### src/rtl/led_status_ctl.sv
`timescale 1ns/1ps
module led_status_ctl #(
  parameter int NEV     = 8,
  parameter int STRETCH = 65536
) (
  input  logic            clk,
  input  logic            rst_n,
  input  logic            srst,
  input  logic            stop,
  input  logic            prog_en,
  input  logic            wr_en,
  input  logic [31:0]     wr_data,
  output logic [31:0]     rd_data,
  input  logic [NEV-1:0]  ev,
  output logic            led_o,
  output logic            led_oe
);
  localparam int CW = $clog2(STRETCH + 1);
  localparam logic [NEV-1:0] EN_RST = NEV'(1);

  logic [NEV-1:0] en_q;
  logic           pse_q;
  logic           pol_q;
  logic [4:0]     spare_q;
  logic [CW-1:0]  cnt_q;
  logic           hit;
  logic           held;
  logic           act;
  logic           wr_ok;
  logic [NEV-1:0] en_wr;

  assign wr_ok = wr_en & prog_en;
  assign en_wr = {wr_data[8], wr_data[6:0]};
  assign hit   = |(ev & en_q);
  assign held  = hit | (cnt_q != '0);
  assign act   = pse_q ? held : hit;

  always_ff @(posedge clk or negedge rst_n) begin
    if (!rst_n) begin
      en_q    <= EN_RST;
      pse_q   <= 1'b1;
      pol_q   <= 1'b0;
      spare_q <= '0;
    end else begin
      if (srst) begin
        en_q  <= EN_RST;
        pse_q <= 1'b1;
      end else if (wr_ok) begin
        en_q  <= en_wr;
        pse_q <= wr_data[7];
      end
      if (wr_ok) begin
        pol_q   <= wr_data[14];
        spare_q <= wr_data[13:9];
      end
    end
  end

  always_ff @(posedge clk or negedge rst_n) begin
    if (!rst_n)          cnt_q <= '0;
    else if (srst)       cnt_q <= '0;
    else if (hit)        cnt_q <= CW'(STRETCH);
    else if (cnt_q != 0) cnt_q <= cnt_q - 1'b1;
  end

  assign rd_data = {16'h0000, hit, pol_q, spare_q, en_q[7], pse_q, en_q[6:0]};
  assign led_o   = pol_q & act;
  assign led_oe  = pol_q | act;

  logic unused_stop;
  assign unused_stop = stop;
endmodule


### config.mk
export PLATFORM = sky130hd
export DESIGN_NAME = led_status_ctl
export DESIGN_NICKNAME = d
export VERILOG_FILES = /design/src/rtl/led_status_ctl.sv
export SDC_FILE = /design/constraint.sdc
export NUM_CORES = 1
export LEC_CHECK = 0
export ABC_AREA = 1
export BUFFER_PORTS_ARGS = -buffer_cell sky130_fd_sc_hd__clkbuf_2
export CELL_PAD_IN_SITES_DETAIL_PLACEMENT = 0
export CELL_PAD_IN_SITES_GLOBAL_PLACEMENT = 1
export CORE_MARGIN = 5
export CORE_UTILIZATION = 35
export DETAILED_ROUTE_END_ITERATION = 12
export MAX_ROUTING_LAYER = met4
export PLACE_DENSITY_LB_ADDON = 0.1
export SKIP_LAST_GASP = 1
export SYNTH_ARGS = -nofsm -noshare
export SYNTH_HDL_FRONTEND = slang
export SYNTH_SLANG_ARGS = --single-unit
export TNS_END_PERCENT = 100
### constraint.sdc
create_clock -name clk -period 2.3 [get_ports clk]
set_input_delay 0.23 -clock clk [delete_from_list [all_inputs] [get_ports clk]]
set_output_delay 0.23 -clock clk [all_outputs]
set_load 0.02 [all_outputs]
==> implementation parameters <==
Parameter                              Value

Global routing
  First-pass GRT wire length ... 7.31 mm
  Maximum number of pins on one net before global-route repair ... 33
  Number of antenna violations at the first check in global routing ... 0
  Number of global-route vias before repair ... 1595
  Tot GR Track Use ... 14.7%
  Leftover overflow at the end of global routing ... 0

Final layout
  # diodes ... 0
  Layout fillers ... 551
  Post-Route Utilization ... 42.5%
  Number of nets in the layout ... 341
  Final instance count without filler cells ... 365
  Total area of multi-input combinational cells ... 820 um2
  Share of layout cells above drive strength 1 ... 20.3%
  Layout area overhead ... 18.1%
  Final instance area ... 2160 um2
  Area used by sequential logic in the layout ... 803 um2

Placed design
  Post-placement setup slack ... 0.433 ns
  Port-buffer cells ... 45
  Cells after DPL ... 357
  Detailed placer's ending HPWL ... 3.22 mm
  Routability-driven placement congestion ratio ... 0.777
  DP Area ... 2050 um2

Critical path
  CP top delay family ... simple AND/OR/NAND/NOR gates
  Cell chain of the critical path ... inv_1, ha_1, nand2_1, nor2_4, nand3_4, a21oi_1, nand2_1, clkbuf_2
  Req. time, crit path ... 2.07 ns
  Endpoint type of the worst setup path ... output pin
  Reg2reg start ... cnt_q[0]$_DFFE_PN0P_
  Combined buffer and inverter count along the critical path ... 2
  Crit path DAT ... 1.92 ns
  Slowest cell on the critical path ... dfrtp_1
  Source of the critical timing path ... cnt_q[0]$_DFFE_PN0P_
  Register-to-Register Setup Slack ... 0.47 ns
  Category of the critical setup timing path ... reg2out
  Most frequent cell on the critical path ... nand2_1
  Highest cell delay on the worst timing path ... 0.38 ns
  Critical path startpoint category ... flop
  Maximum fanout along the worst path ... 5

Yosys
  Synthesis-stage register bit count ... 32
  Sequential-to-total area share from yosys stat ... 44.0%
  Post-synthesis instance area ... 1830 um2
  Leading post-synthesis cells by cell area ... dfrtp_1, nand2_1, nor2_1, buf_4, inv_1
  Most numerous cell types in the synthesized netlist ... nand2_1, nor2_1, dfrtp_1
  Count of flip-flops with a built-in enable after synthesis ... 0
  Cell type with the highest aggregate area in the netlist ... dfrtp_1
  YS warnings ... 0
  Most common cell in the netlist ... nand2_1
  Fraction of registers with async set or reset after synthesis ... 100%
  Avg Inst Size Synth ... 7.42 um2
  Number of instances in the synthesized netlist ... 246
  Unique cell type count in the Yosys netlist ... 20
  Most used DFF post-synth ... dfrtp_1
  Fraction of post-synthesis cell area in the top cell type by area ... 41.1%

Pwr
  Power density over the cells ... 1060 nW/um2
  Leakage ... 1.21 nW
  Worst VDD drop ... 0.414 mV
  Post-layout power ... 2.28 mW

STA
  Total Neg Setup Slack ... 0 ns
  Actual transition at the worst max-transition pin ... 0.833 ns
  Worst hold slack ... 0.0320 ns
  Top achievable clock speed ... 464 MHz
  RSZ-0062 raised after global routing ... no
  Share of the cycle needed by the critical path after routing ... 93.6%
  Total of endpoints with negative setup slack in the final report ... 0
  Max-slew violation count ... 0
  Final setup skew ... 0.00366 ns
  Minimum setup slack in the final design ... 0.147 ns
  Minimum clock period after layout ... 2.15 ns
  Slew HR ... 44.5%
  Endpoints failing hold ... 0

Drt
  Vias/cell ... 4.30
  Number of iterations in the first detailed-routing pass ... 4
  Count of nets left with antenna violations after detail routing ... 0
  Total Wirelength ... 4.26 mm
  Number of vias after detailed routing ... 1569
  DRC violation count after routing ... 0
  Starting DRT DRC Count ... 56
  Drt wl/cell ... 11.7 um

Clocking
  Clock Sink Count ... 32
  Clock tree from TritonCTS ... yes
  TritonCTS buffer count ... 5
  Root buf cell ... clkbuf_8
  Hold_buf cts ... 0
  Clock latency on the worst-skew pair ... 0.28 ns
  Clk slew on worst S/H paths ... 0.07 ns
  Number of buffers inserted by post-CTS setup repair ... 0
  Number of gates resized after CTS ... 0
  H-tree level count ... 2
  Number of buffers between clock root and the deepest sink ... 2

Floorplanning
  Core Area ... 5070 um2
  Number of core rows ... 26
  Y dimension of the die ... 82.2 um
  Die area ... 6760 um2
  Effective utilization at floorplan ... 36.0%
  Die width ... 82.2 um
  Number of primary I/O pins ... 80

Job
  Count of maximum capacitance violations ... 0

Status
  Run status ... completed

Min path
  Worst min-delay path category ... in2async
## where the power goes
part           internal, mW  total [mW]  switching, mW
clock                 0.321       0.529          0.208
combinational         0.349        1.01          0.664
sequential            0.655       0.740         0.0858
total                  1.32        2.28          0.958
## per-layer routing
layer	track usage (%)	share of wire, %	vias to the layer above
met5	-	0	-
met4	4.49	1.3	0
met1	19.3	48	690
met3	3.25	4.9	5
li1	-	-	831
met2	22.5	46	43
## path summary, 6_finish.rpt
kind	cells after the start	end
worst max-delay path	8	led_oe
worst min-delay path	1	spare_q[4]$_DFFE_PN0P_
worst max register to register	9	cnt_q[0]$_DFFE_PN0P_
worst min register to register	2	cnt_q[0]$_DFFE_PN0P_
max in group asynchronous	1	cnt_q[13]$_DFFE_PN0P_
min in group clk	3	spare_q[2]$_DFFE_PN0P_
## worst register-to-register path: stages (launching register included)
cell	delay [ns]
dfrtp_1	0.38
inv_1	0.09
ha_1	0.26
nand2_1	0.17
nor2_4	0.19
nand3_4	0.09
buf_4	0.21
nor2_4	0.24
nand2_1	0.08
nand2_1	0.07
## sequential cells by signal, indices dropped and copies added, names as in the netlist
signal,flops
pol_q,1
en_q,8
cnt_q,17
spare_q,5
pse_q,1
## area by class of cell
type                       instances  share of cell area [%]
clock inverter                     2                    1.63
multi-input combinational        181                    38.0
inverter                          28                    4.88
sequential                        32                    37.3
timing repair buffer              46                    10.8
clock buffer                       6                    3.37
tap                               70                    4.06
## logic make-up (layout without fill, tap and decap cells)
| family | count (synthesis) | in the layout | synth area share (%) |
|---|---|---|---|
| simple gates | 141 | 141 | 32.8 |
| buf+inv | 48 | 82 | 14.2 |
| flops | 32 | 32 | 44.0 |
| compound gates | 23 | 23 | 8.16 |
| fa+ha+maj | 1 | 1 | 0.685 |
| other cells | 1 | 16 | 0.205 |
## layout by cell type, fill, tap and decap left out, drive strengths merged
master and count:
o22a 2, clkinv 1, nand2 75, bufinv 1
dfrtp 30, inv 28, dfstp 2, nor2 46
clkbuf 51, buf 1, nand3b 1, conb 16
o21ai 4, and2 1, nand4 6, ha 1
nand3 12, a22o 7, a21oi 10
Note: power is estimated with default switching activity, not from simulation.
